### src/rtl/sdram_lp_pkg.sv
package sdram_lp_pkg;

  typedef enum logic [3:0] {
    ST_IDLE      = 4'd0,
    ST_PD_ENTER  = 4'd1,
    ST_PD        = 4'd2,
    ST_PD_LEAVE  = 4'd3,
    ST_DPD_ENTER = 4'd4,
    ST_DPD       = 4'd5,
    ST_DPD_WAIT  = 4'd6,
    ST_INIT_KICK = 4'd7,
    ST_INIT_WAIT = 4'd8
  } lp_state_e;

  typedef struct packed {
    logic cke;
    logic cs_n;
    logic ras_n;
    logic cas_n;
    logic we_n;
  } sd_pins_t;

  localparam sd_pins_t PINS_NOP_HI = '{cke: 1'b1, cs_n: 1'b0, ras_n: 1'b1, cas_n: 1'b1, we_n: 1'b1};
  localparam sd_pins_t PINS_NOP_LO = '{cke: 1'b0, cs_n: 1'b0, ras_n: 1'b1, cas_n: 1'b1, we_n: 1'b1};
  localparam sd_pins_t PINS_DPD    = '{cke: 1'b0, cs_n: 1'b0, ras_n: 1'b1, cas_n: 1'b1, we_n: 1'b0};
  localparam sd_pins_t PINS_INH_LO = '{cke: 1'b0, cs_n: 1'b1, ras_n: 1'b1, cas_n: 1'b1, we_n: 1'b1};

endpackage

### src/rtl/sdram_lp_timer.sv
module sdram_lp_timer #(
  parameter int TW = 16
) (
  input  logic          clk,
  input  logic          rst_n,
  input  logic          load,
  input  logic [TW-1:0] load_val,
  output logic          zero
);
  logic [TW-1:0] cnt;

  always_ff @(posedge clk) begin
    if (!rst_n) begin
      cnt <= '0;
    end else if (load) begin
      cnt <= load_val;
    end else if (cnt != '0) begin
      cnt <= cnt - 1'b1;
    end
  end

  assign zero = (cnt == '0);
endmodule

### src/rtl/sdram_lp_req_check.sv
module sdram_lp_req_check
  import sdram_lp_pkg::*;
(
  input  lp_state_e state,
  input  logic      banks_idle,
  input  logic      req_pd_enter,
  input  logic      req_pd_exit,
  input  logic      req_dpd_enter,
  input  logic      req_dpd_exit,
  output logic      go_pd_enter,
  output logic      go_pd_exit,
  output logic      go_dpd_enter,
  output logic      go_dpd_exit,
  output logic      reject
);
  logic [3:0] reqs;
  logic       single;
  logic       any;
  logic       legal;

  assign reqs   = {req_pd_enter, req_pd_exit, req_dpd_enter, req_dpd_exit};
  assign any    = |reqs;
  assign single = ($countones(reqs) == 1);

  always_comb begin
    unique case (state)
      ST_IDLE: legal = (req_pd_enter | req_dpd_enter) & banks_idle;
      ST_PD:   legal = req_pd_exit;
      ST_DPD:  legal = req_dpd_exit;
      default: legal = 1'b0;
    endcase
  end

  assign go_pd_enter  = single & legal & req_pd_enter;
  assign go_pd_exit   = single & legal & req_pd_exit;
  assign go_dpd_enter = single & legal & req_dpd_enter;
  assign go_dpd_exit  = single & legal & req_dpd_exit;
  assign reject       = any & ~(single & legal);
endmodule

### src/rtl/sdram_lp_cmd_enc.sv
module sdram_lp_cmd_enc
  import sdram_lp_pkg::*;
(
  input  lp_state_e state,
  output sd_pins_t  pins,
  output logic      busy,
  output logic      ready,
  output logic      init_start
);
  always_comb begin
    unique case (state)
      ST_PD_ENTER, ST_PD:  pins = PINS_NOP_LO;
      ST_DPD_ENTER:        pins = PINS_DPD;
      ST_DPD:              pins = PINS_INH_LO;
      default:             pins = PINS_NOP_HI;
    endcase
  end

  assign ready      = (state == ST_IDLE);
  assign busy       = !(state inside {ST_IDLE, ST_PD, ST_DPD});
  assign init_start = (state == ST_INIT_KICK);
endmodule

### src/rtl/sdram_lp_seq.sv
module sdram_lp_seq
  import sdram_lp_pkg::*;
#(
  parameter int CLK_MHZ     = 100,
  parameter int DPD_WAIT_US = 200,
  parameter int CKS_CYCLES  = 1
) (
  input  logic clk,
  input  logic rst_n,
  input  logic banks_idle,
  input  logic req_pd_enter,
  input  logic req_pd_exit,
  input  logic req_dpd_enter,
  input  logic req_dpd_exit,
  input  logic init_done,
  output logic cke,
  output logic cs_n,
  output logic ras_n,
  output logic cas_n,
  output logic we_n,
  output logic busy,
  output logic ready,
  output logic init_start,
  output logic req_err
);
  localparam int WAIT_CYCLES = CLK_MHZ * DPD_WAIT_US;
  localparam int MAX_CYC     = (WAIT_CYCLES > CKS_CYCLES) ? WAIT_CYCLES : CKS_CYCLES;
  localparam int TW          = $clog2(MAX_CYC + 1);
  localparam logic [TW-1:0] CKS_LOAD  = TW'(CKS_CYCLES - 1);
  localparam logic [TW-1:0] WAIT_LOAD = TW'(WAIT_CYCLES - 1);

  lp_state_e state, state_nx;
  sd_pins_t  pins;
  logic      go_pd_enter, go_pd_exit, go_dpd_enter, go_dpd_exit, reject;
  logic      tmr_load, tmr_zero;
  logic [TW-1:0] tmr_val;

  sdram_lp_req_check u_chk_req (
    .state        (state),
    .banks_idle   (banks_idle),
    .req_pd_enter (req_pd_enter),
    .req_pd_exit  (req_pd_exit),
    .req_dpd_enter(req_dpd_enter),
    .req_dpd_exit (req_dpd_exit),
    .go_pd_enter  (go_pd_enter),
    .go_pd_exit   (go_pd_exit),
    .go_dpd_enter (go_dpd_enter),
    .go_dpd_exit  (go_dpd_exit),
    .reject       (reject)
  );

  assign tmr_load = go_pd_exit | go_dpd_exit;
  assign tmr_val  = go_pd_exit ? CKS_LOAD : WAIT_LOAD;

  sdram_lp_timer #(.TW(TW)) u_tmr (
    .clk     (clk),
    .rst_n   (rst_n),
    .load    (tmr_load),
    .load_val(tmr_val),
    .zero    (tmr_zero)
  );

  always_comb begin
    state_nx = state;
    unique case (state)
      ST_IDLE: begin
        if (go_pd_enter)       state_nx = ST_PD_ENTER;
        else if (go_dpd_enter) state_nx = ST_DPD_ENTER;
      end
      ST_PD_ENTER:  state_nx = ST_PD;
      ST_PD:        if (go_pd_exit) state_nx = ST_PD_LEAVE;
      ST_PD_LEAVE:  if (tmr_zero) state_nx = ST_IDLE;
      ST_DPD_ENTER: state_nx = ST_DPD;
      ST_DPD:       if (go_dpd_exit) state_nx = ST_DPD_WAIT;
      ST_DPD_WAIT:  if (tmr_zero) state_nx = ST_INIT_KICK;
      ST_INIT_KICK: state_nx = ST_INIT_WAIT;
      ST_INIT_WAIT: if (init_done) state_nx = ST_IDLE;
      default:      state_nx = ST_IDLE;
    endcase
  end

  always_ff @(posedge clk) begin
    if (!rst_n) begin
      state   <= ST_IDLE;
      req_err <= 1'b0;
    end else begin
      state   <= state_nx;
      req_err <= reject;
    end
  end

  sdram_lp_cmd_enc u_enc (
    .state     (state),
    .pins      (pins),
    .busy      (busy),
    .ready     (ready),
    .init_start(init_start)
  );

  assign cke   = pins.cke;
  assign cs_n  = pins.cs_n;
  assign ras_n = pins.ras_n;
  assign cas_n = pins.cas_n;
  assign we_n  = pins.we_n;
endmodule

### config.mk
export PLATFORM = sky130hd
export DESIGN_NAME = sdram_lp_seq
export DESIGN_NICKNAME = d
export VERILOG_FILES = /design/src/rtl/sdram_lp_pkg.sv /design/src/rtl/sdram_lp_timer.sv /design/src/rtl/sdram_lp_req_check.sv /design/src/rtl/sdram_lp_cmd_enc.sv /design/src/rtl/sdram_lp_seq.sv
export SDC_FILE = /design/constraint.sdc
export NUM_CORES = 1
export LEC_CHECK = 0
export BUFFER_PORTS_ARGS = -buffer_cell sky130_fd_sc_hd__buf_4
export CORE_UTILIZATION = 57
export DETAILED_ROUTE_END_ITERATION = 7
export PLACE_DENSITY = 0.79
export SYNTH_ARGS = -nofsm -noshare
export SYNTH_HDL_FRONTEND = slang
export SYNTH_SLANG_ARGS = --single-unit
### constraint.sdc
create_clock -name clk -period 2.9 [get_ports clk]
set_input_delay 0.145 -clock clk [delete_from_list [all_inputs] [get_ports clk]]
set_output_delay 0.145 -clock clk [all_outputs]
set_load 0.005 [all_outputs]
==> results.md, run 1 <==
- Seq cells post-synth: 20
- Sequential area share after synthesis: 0.2947
- Asr flop ratio synth: 0
- Residual DRC: 0
- Antenna violations before repair: 0
- Synth Instances: 164
- Required time worst endpoint: roughly 3.1 ns
- GR Overflow Total: 0
- First-pass DRT Iterations: 4
- Busiest grt layer: met2
- Resized cells post-CTS: 0
- Synthesized cell area: roughly 1400 um^2
- Slew at the pin with the worst max-slew slack: 0.6200 ns
- R2r setup slk: approximately 0.57 ns
- Site row count: 17
- Synth Flop Type: dfxtp_1
- Clock Tree Buf Depth: 2
- CTS tree: built
- Total power: between 0.001 and 0.0015 W
- Fraction of the cycle the final worst path needs: 0.8033
- Count leader, synth: dfxtp_1
- Grt met3 use: 0.06250
- Area grow syn2layout: 9.669%
- Period minus WS final: roughly 2.3 ns
- Synth area leader: dfxtp_1
- GP Congestion: ~0.83
- First-pass GRT wire length: approximately 5.0 mm
- Status: finished, final reports clean
- Max FO, Critical Path: 8
- Hold_sp: rst_n
- Initial Util: 0.6084
- Leakage power: about 0.64 nW
- Sink Count: 20
- I/O Buffers: 14
- # IOs: 17
- Reg2Reg Depth: 7
- Synth top area cells: dfxtp_1, ha_1, xor2_1
- Worst path arrival time: 2.57 ns
- Ys Warns: 0
- H-tree levels: 1
- RR Startpoint: u_tmr.cnt[0]$_SDFFE_PN0P_
- Crit. End Element: register
- Post-DP HPWL: about 2.3 mm
- FMAX: between 0.4 and 0.5 GHz
- Peak supply drop: between 0.7 and 0.8 mV
- Worst Setup SP: u_tmr.cnt[0]$_SDFFE_PN0P_
- Placed Area: 1454 um^2
- Clock Skew: 0.004575 ns
- Routed via count: approximately 1200
- Diode count: 0
- Hold Violations, Final: 0
- Final ANT Viol Nets: 0
- Number of synthesized flops with an enable pin: 0
- Final instance area: between 1000 and 1500 um^2
- DRT iter0 DRCs: 21
- Relative slew slack: 0.5848
- Routed vias/inst: about 6
- RR Endpoint: state[0]$_SDFFE_PN0P_
- CP startpoint kind: register
- Setup tns final: 0 ns
- Vias in the first global route: between 1000 and 1500
- Max Cap Viol: 0
- Root Buffer: clkbuf_4
- Worst hold path class: primary input to register
- Final Max Slew Viols: 0
- Worst skew pair latency: approximately 0.31 ns
- Largest net degree at the start of global routing: 16
- Wire per inst: approximately 15 um
- Die width: just over 50 um
- Die Area: between 2000 and 3000 um^2
- RSZ-0062 raised after global routing: false
- Setup bufs post-CTS: 0
- CP endpoint: state[0]$_SDFFE_PN0P_
- Top cell type's share of synthesized area: 0.2947
- Total CTS buffers: 3
- Placeable Area: approximately 2200 um^2
- Synth cell types: 48
- Power density over cell area: ~930 nW/um^2
- Die H: just over 50 um
- Share of cells above drive strength 1: 0.1609
- Total track usage: 0.2653
- Top cells by count, synth: dfxtp_1, nor2_1, nand2_1
- Setup CP Type: register to register
- Total Wirelength: around 3 mm
- DP Worst Slack: 0.2539 ns
- Nets@finish: 191
- Setup violators final: 0
- # hold bufs at CTS: 0
- Avg Cell Area, Syn: slightly above 8 um^2
- Met2 Use GR: 0.4400
- Worst-path clk slew: between 0.1 and 0.15 ns
- Grt met1 use: 0.3451
- Smallest setup slack after layout: roughly 0.57 ns
sequential cells by signal (all words and copies together) (netlist names):
signal     count
req_err        1
state          4
u_tmr.cnt     15
routing by layer:
metal	wire, um	up-vias
met4	30	0
met3	81	4
met1	1411	580
met2	1407	20
li1	-	605
met5	0	-
cell type report:
type                    instances  area, um^2
repair buffers                 14       105.1
fillers                       201       743.2
flip-flops and latches         20       400.4
clock buffers                   4       36.28
well taps                      28       35.03
multi-input cells             128       883.3
inverters                       8       30.03
cell usage in the layout (no fill, tap or decap), types with 3 or more instances in the layout:
cell type,count
buf_4,14
nor2_1,17
nor3_1,6
and3_1,4
clkbuf_4,3
nand3_1,3
ha_1,7
a21oi_1,9
o21ai_0,5
xor2_1,10
nand2_1,14
or3_1,5
inv_1,8
dfxtp_1,20
or4_1,4
nor4_1,4
worst max-delay path: stages, from the launching register on:
cell and delay, ns:
dfxtp_1 0.35, inv_1 0.09, ha_1 0.19, or4b_1 0.45, or4_4 0.57, a2bb2oi_2 0.17, and4_4 0.25, mux2i_1 0.18
power breakdown:
| part | switching (W) | internal [W] | total [W] | leakage [nW] |
|---|---|---|---|---|
| Combinational | 0.000399 | 0.000362 | 0.000761 | 0.459 |
| Sequential | 0.000104 | 0.000357 | 0.000460 | 0.164 |
| Clock | 0.0000840 | 0.0000767 | 0.000161 | 0.0210 |
| Total | 0.000587 | 0.000795 | 0.00138 | 0.644 |
worst min-delay path by stage:
stage                                        to  slack [ns]  cells after the start
after detailed placement  state[3]$_SDFFE_PN0P_        0.45                      2
after floorplan           state[3]$_SDFFE_PN0P_        0.37                      2
after CTS                 state[3]$_SDFFE_PN0P_        0.11                      2
after global routing      state[3]$_SDFFE_PN0P_        0.11                      2
final                     state[3]$_SDFFE_PN0P_        0.12                      2
after global placement    state[3]$_SDFFE_PN0P_        0.44                      2
cell families after synthesis:
family	count (synthesis)	synth area share
simple gates	74	0.3112
compound gates	30	0.1621
flops	20	0.2947
buf+inv	17	0.05801
xor+xnor	12	0.07735
fa+ha+maj	8	0.07919
mux	2	0.01473
other cells	1	0.002760
through the flow:
stage / utilization / instances / hold WS, ns
after floorplan: - / 165 / 0.3724
after global placement: 0.6510 / 198 / 0.4419
after detailed placement: 0.6510 / 198 / 0.4493
after CTS: 0.6672 / 202 / 0.1147
after global routing: 0.6672 / 202 / 0.1075
final: 0.6672 / 202 / 0.1228
Note: power is estimated with default switching activity, not from simulation.
==> inputs of run 2 (changes only) <==
--- a/config.mk
+++ b/config.mk
@@ -5,10 +5,11 @@
 export SDC_FILE = /design/constraint.sdc
 export NUM_CORES = 1
 export LEC_CHECK = 0
+export ABC_AREA = 1
 export BUFFER_PORTS_ARGS = -buffer_cell sky130_fd_sc_hd__buf_4
-export CORE_UTILIZATION = 57
+export CORE_UTILIZATION = 52
 export DETAILED_ROUTE_END_ITERATION = 7
-export PLACE_DENSITY = 0.79
+export PLACE_DENSITY = 0.75
 export SYNTH_ARGS = -nofsm -noshare
 export SYNTH_HDL_FRONTEND = slang
 export SYNTH_SLANG_ARGS = --single-unit
==> constraint.sdc (replaced) <==
create_clock -name clk -period 2 [get_ports clk]
set_input_delay 0.1 -clock clk [delete_from_list [all_inputs] [get_ports clk]]
set_output_delay 0.1 -clock clk [all_outputs]
set_load 0.005 [all_outputs]
==> run 2 against run 1 <==
- critical path depth increased by 7
- sequential power increased by 55%
- final area increased by 25%
- combinational power increased to 2.7 times the previous value
==> results.md, run 2 <==
- DP Worst Slack: -0.2317 ns
- Final core occ: 0.6733
- Routed vias/inst: roughly 5
- Total track usage: 0.2148
- Nets@finish: roughly 260
- Clock Tree Buf Depth: 2
- Largest net degree at the start of global routing: 13
- Synthesized cell area: 1518 um^2
- Worst path arrival time: 2.09 ns
- Critical path's top delay family: adder cells
- Die width: ~56 um
- Largest family of logic cells by synthesized area: simple AND/OR/NAND/NOR gates
- Routed via count: 1401
- Synth top area cells: dfxtp_1, nand2_1, nor2_1
- Sequential area share after synthesis: 0.2638
- Share of cells above drive strength 1: 0.3184
- Crit. End Element: register
- Smallest setup slack after layout: between 0.1 and 0.15 ns
- Synth Area in Compound Gates: 0.1039
- Hold Violations, Final: 0
- Synth Instances: between 200 and 250
- Total CTS buffers: 3
- Number of synthesized flops with an enable pin: 0
- Area grow syn2layout: 22.34%
- I/O Buffers: 14
- Largest registers: u_tmr.cnt: 15 flops, state: 4 flops, req_err: 1 flops
- Worst hold path class: primary input to register
- FMAX: between 0.5 and 0.6 GHz
- Synth cell types: 33
- Power density over cell area: between 1500 and 2000 nW/um^2
- Sw Share: 0.4904
- Clock share of power: 0.081
- Final ANT Viol Nets: 0
- XOR/XNOR share of the synthesized area: 0.04617
- Sink Count: 20
- Total Wirelength: between 3 and 4 mm
- Residual DRC: 0
- Period minus WS final: roughly 1.9 ns
- # IOs: 17
- Setup violators final: 0
- Worst skew pair latency: approximately 0.31 ns
- Max reg flops: 15
- First-pass DRT Iterations: 4
- Post-synthesis simple-gate area fraction: 0.4188
- First-pass GRT wire length: between 5 and 6 mm
- Resized cells post-CTS: 0
- Die H: 56.03 um
- Sequential share of power: 0.236
- Die Area: about 3100 um^2
- Root Buffer: clkbuf_4
- Placeable Area: 2758 um^2
- Critical Path Max Stage Delay: 0.49 ns
- Post-DP HPWL: approximately 2.5 mm
- CTS tree: built
- Peak supply drop: roughly 1.2 mV
- Leakage power: a little under 0.9 nW
- Final instance area: around 1900 um^2
- Ys Warns: 0
- H-tree levels: 1
- Logic pwr share: 0.683
- Most frequent cells in the layout: nand2_1, nor2_1, buf_4
- Final Max Slew Viols: 0
- GR Overflow Total: 0
- Avg Cell Area, Syn: approximately 7.1 um^2
- Top cell type's share of synthesized area: 0.2638
- CP Cell Sequence: buf_4 -> inv_12 -> ha_4 -> ha_4 -> fa_1 -> nor3b_4 -> buf_4 -> nand3_4 -> nand2_2 -> nand2_2 -> nor2_4 -> nand2_1 -> nand2_1 -> nor2_1
- CP startpoint kind: primary input
- Sw Pwr: 0.001482 W
- Max Cap Viol: 0
- Worst-path cell with the longest stage delay: fa_1
- Internal: ~0.0015 W
- Crit path buf inv count: 3
- Antenna violations before repair: 0
- Synth Flop Type: dfxtp_1
- Site row count: 19
- Top cells by count, synth: nand2_1, nor2_1, inv_1
- Wire per inst: ~11 um
- Multiplexer share of the synthesized area: 0
- Placed Area: 1805 um^2
- GP Congestion: around 0.87
- Synth Area in Adders: 0.07090
- Vias in the first global route: roughly 1300
- Initial Util: 0.5504
- Clock Skew: between 0.006 and 0.007 ns
- Worst-path clk slew: approximately 0.12 ns
- Diode count: 0
- Required time worst endpoint: about 2.2 ns
- Max FO, Critical Path: 5
- Setup CP Type: primary input to register
- Seq cells post-synth: 20
- RSZ-0062 raised after global routing: false
- Biggest register: u_tmr.cnt
- Status: finished, final reports clean
- Synth area leader: dfxtp_1
- DRT iter0 DRCs: 64
- Fraction of the cycle the final worst path needs: 0.9346
- Asr flop ratio synth: 0
==> run 2: cell types whose count changed in the layout (fill, tap and decap cells not counted), moves of 7 or more <==
cell / previous run / this run
nand2_1: 14 / 37
nand3_1: 3 / 13
inv_1: 8 / 21
nor2_1: 17 / 37
buf_4: 14 / 31
inv_2: 0 / 7
==> run 2: routing by layer <==
layer | GRT usage | part of all wire | up-vias
met5 | 0 | 0 | -
met1 | 0.2659 | 0.47 | 627
met3 | 0.03023 | 0.027 | 6
met4 | 0.06969 | 0.013 | 0
met2 | 0.3810 | 0.49 | 24
li1 | - | - | 744
==> run 2: cells by family after synthesis <==
| group | Yosys count |
|---|---|
| AO/OA/AOI/OAI | 22 |
| XOR/XNOR | 8 |
| adder cells (fa/ha/maj) | 8 |
| buffers and inverters | 34 |
| flip-flops | 20 |
| other | 1 |
| AND/OR/NAND/NOR | 120 |
==> run 2: through the flow <==
step	hold slack [ns]	setup TNS, ns	std cells	power (W)
final	0.04617	0	276	0.003021
after global routing	0.04692	0	276	0.003335
after detailed placement	0.3822	-2.980	270	0.002765
after CTS	0.04915	0	274	0.003015
after global placement	0.3788	-2.500	270	0.002746
after floorplan	0.2192	-0.07961	214	0.002287
==> run 2: power groups by stage <==
stage | Clock, W | Combinational [W] | Sequential [W]
floorplan | 0 | 0.00160 | 0.000687
global placement | 0 | 0.00203 | 0.000718
detailed placement | 0 | 0.00204 | 0.000722
CTS | 0.000247 | 0.00205 | 0.000712
global route | 0.000271 | 0.00233 | 0.000732
finish | 0.000245 | 0.00206 | 0.000712
==> run 2: tightest hold or removal path, stage by stage <==
cell     delay, ns
buf_4         0.14
nand2_1       0.05
nor2_1        0.03
==> run 2: repair_timing <==
action | in CTS | in global routing
hold buffers | 0 | 0
endpoints found under the setup margin | 0 | 3
buffers inserted | 0 | 2
==> run 2: layout make-up <==
type / count / area [um^2]
fill: 257 / 900.9
clock buffer: 4 / 36.28
tap: 31 / 38.79
timing repair buffer: 31 / 232.7
inverter: 30 / 132.6
multi-input combinational: 160 / 1016
sequential: 20 / 400.4
==> run 2: final timing paths <==
path	start	endpoint	slack [ns]	depth (start not counted)
setup / recovery	req_dpd_exit	state[0]$_SDFFE_PN0P_	0.13	14
setup reg to reg	u_tmr.cnt[0]$_SDFFE_PN0P_	state[0]$_SDFFE_PN0P_	0.30	13
hold reg to reg	u_tmr.cnt[6]$_SDFFE_PN0P_	u_tmr.cnt[6]$_SDFFE_PN0P_	0.52	1
hold / removal	rst_n	state[0]$_SDFFE_PN0P_	0.05	3
==> inputs of run 3 (changes only) <==
--- a/config.mk
+++ b/config.mk
@@ -7,9 +7,9 @@
 export LEC_CHECK = 0
 export ABC_AREA = 1
 export BUFFER_PORTS_ARGS = -buffer_cell sky130_fd_sc_hd__buf_4
-export CORE_UTILIZATION = 52
+export CORE_UTILIZATION = 37
 export DETAILED_ROUTE_END_ITERATION = 7
-export PLACE_DENSITY = 0.75
+export PLACE_DENSITY = 0.64
 export SYNTH_ARGS = -nofsm -noshare
 export SYNTH_HDL_FRONTEND = slang
 export SYNTH_SLANG_ARGS = --single-unit
==> run 3 against run 2 <==
- worst setup slack worse by 0.0081 ns
- critical path depth unchanged
- largest cell class unchanged
- first-iteration DRC count is 14% lower
- hold slack improved by 0.063 ns
- clock skew is 0.0021 ns higher
- utilization fell by 17 points
==> results.md, run 3 (synthesized netlist as in run 2, its figures left out) <==
- Status: finished, final reports clean
- Max Cap Viol: 0
- Final ANT Viol Nets: 0
- Required time worst endpoint: roughly 2.2 ns
- Total Wirelength: around 3.2 mm
- H-tree levels: 1
- Met1 Wirelength: roughly 1.5 mm
- Setup violators final: 0
- Most frequent cells in the layout: nor2_1, nand2_1, buf_4
- Peak supply drop: 0.7687 mV
- Period minus WS final: 1.877 ns
- I/O Buffers: 14
- CTS tree: built
- Die Area: 4362 um^2
- DRT iter0 DRCs: 55
- Max Used Layer: met4
- Max reg flops: 15
- Worst hold margin: approximately 0.11 ns
- Worst-path clk slew: ~0.08 ns
- Setup CP Type: primary input to register
- Worst hold path class: primary input to register
- Power density over cell area: approximately 1700 nW/um^2
- Max FO, Critical Path: 5
- Clock Skew: between 0.008 and 0.009 ns
- Residual DRC: 0
- Most common cell after layout, fill and taps aside: nor2_1
- Routed via count: around 1400
- Fraction of the cycle the final worst path needs: 0.9386
- Critical path's top delay family: adder cells
- Share of cells above drive strength 1: 0.3265
- Initial Util: 0.3995
- Hold_sp: rst_n
- Total track usage: 0.1603
- Placeable Area: 3799 um^2
- Worst path arrival time: ~2 ns
- Worst-path cell with the longest stage delay: fa_1
- Met3 wire len: just under 80 um
- Crit. End Element: register
- Slew at the pin with the worst max-slew slack: between 0.5 and 0.6 ns
- Worst skew pair latency: between 0.2 and 0.3 ns
- Site row count: 22
- Die width: between 60 and 70 um
- Relative slew slack: 0.6376
- Clock Tree Buf Depth: 2
- RSZ-0062 raised after global routing: false
- Hold Violations, Final: 0
- Largest net degree at the start of global routing: 13
- RR Startpoint: u_tmr.cnt[0]$_SDFFE_PN0P_
- Routed vias/inst: approximately 4.7
- Crit path buf inv count: 3
- Met2 wire len: between 1.5 and 2 mm
- Final Max Slew Viols: 0
- Total CTS buffers: 3
- Post-DP HPWL: 2.640 mm
- Worst Setup SP: req_pd_exit
- Antenna violations before repair: 0
- GP Congestion: 0.8655
- GR Overflow Total: 0
- Die H: 66.05 um
- Reg area: approximately 400 um^2
- CP startpoint kind: primary input
- Setup tns final: 0 ns
- Root Buffer: clkbuf_8
- First-pass DRT Iterations: 4
- Largest registers: u_tmr.cnt: 15 flops, state: 4 flops, req_err: 1 flops
- Area occupied by multi-input gates: 1018 um^2
- Area grow syn2layout: 26.71%
- Wire per inst: between 10 and 15 um
- Total power: around 0.0032 W
- Diode count: 0
- # IOs: 17
- First-pass GRT wire length: roughly 5.5 mm
- Leakage power: about 0.89 nW
- FILL cells: roughly 390
- Vias in the first global route: 1319
- Nets@finish: approximately 260
- Critical Path Max Stage Delay: approximately 0.47 ns
- FMAX: 0.5327 GHz
- CP Cell Sequence: buf_4 -> inv_8 -> ha_4 -> ha_4 -> fa_1 -> nor3b_4 -> buf_6 -> nand3_4 -> nand2_2 -> nand2_1 -> nor2_4 -> nand2_1 -> nand2_1 -> nor2_1
- Crit path top cell by count: nand2_1
- Sink Count: 20
- Biggest register: u_tmr.cnt
-- run 3: cell count changes in the layout (fill, tap and decap cells not counted), sizes merged --
| cell | before | now |
|---|---|---|
| bufinv | 0 | 1 |
| clkbuf | 4 | 3 |
-- run 3: cell type report --
type	count	area share
clock buffers	3	0.02147
clock inverters	1	0.01561
inverters	30	0.06897
multi-input cells	160	0.5296
flip-flops and latches	20	0.2082
well taps	48	0.03123
repair buffers	31	0.1249
-- run 3: metal layers --
| metal | track usage | vias to the layer above |
|---|---|---|
| li1 | - | 743 |
| met1 | 0.1919 | 612 |
| met2 | 0.2959 | 17 |
| met3 | 0.03103 | 2 |
| met4 | 0.02660 | 0 |
| met5 | 0 | - |
-- run 3: timing repair --
| action | 4_1_cts | 5_1_grt |
|---|---|---|
| endpoints found under the setup margin | 0 | 6 |
| gates resized for setup | 0 | 4 |
| setup buffers | 0 | 1 |
| hold buffers | 0 | 0 |
-- run 3: where the power goes --
| part | switching (W) | total (W) | internal, W |
|---|---|---|---|
| clock network | 0.000148 | 0.000415 | 0.000267 |
| logic | 0.00120 | 0.00206 | 0.000858 |
| registers | 0.000157 | 0.000718 | 0.000562 |
-- run 3: worst paths after layout --
path / to / slack, ns / cells after the start
worst max-delay path: state[0]$_SDFFE_PN0P_ / 0.12 / 14
worst min-delay path: state[1]$_SDFFE_PN0P_ / 0.11 / 3
worst max register to register: state[0]$_SDFFE_PN0P_ / 0.28 / 13
worst min register to register: u_tmr.cnt[7]$_SDFFE_PN0P_ / 0.52 / 1
-- run 3: per-stage QoR --
stage	instance area, um^2	utilization	setup WS (ns)	instances
after CTS	1906	0.5016	0.06940	292
after global placement	1834	0.4829	-0.1735	288
after global routing	1923	0.5063	0.001246	293
final	1923	0.5063	0.1228	293
after detailed placement	1834	0.4829	-0.2120	288
after floorplan	1579	-	-0.04582	214
-- run 3: tightest hold or removal path, cell delays in order --
cell,delay [ns]
buf_4,0.14
nand2_1,0.06
nor2_1,0.03
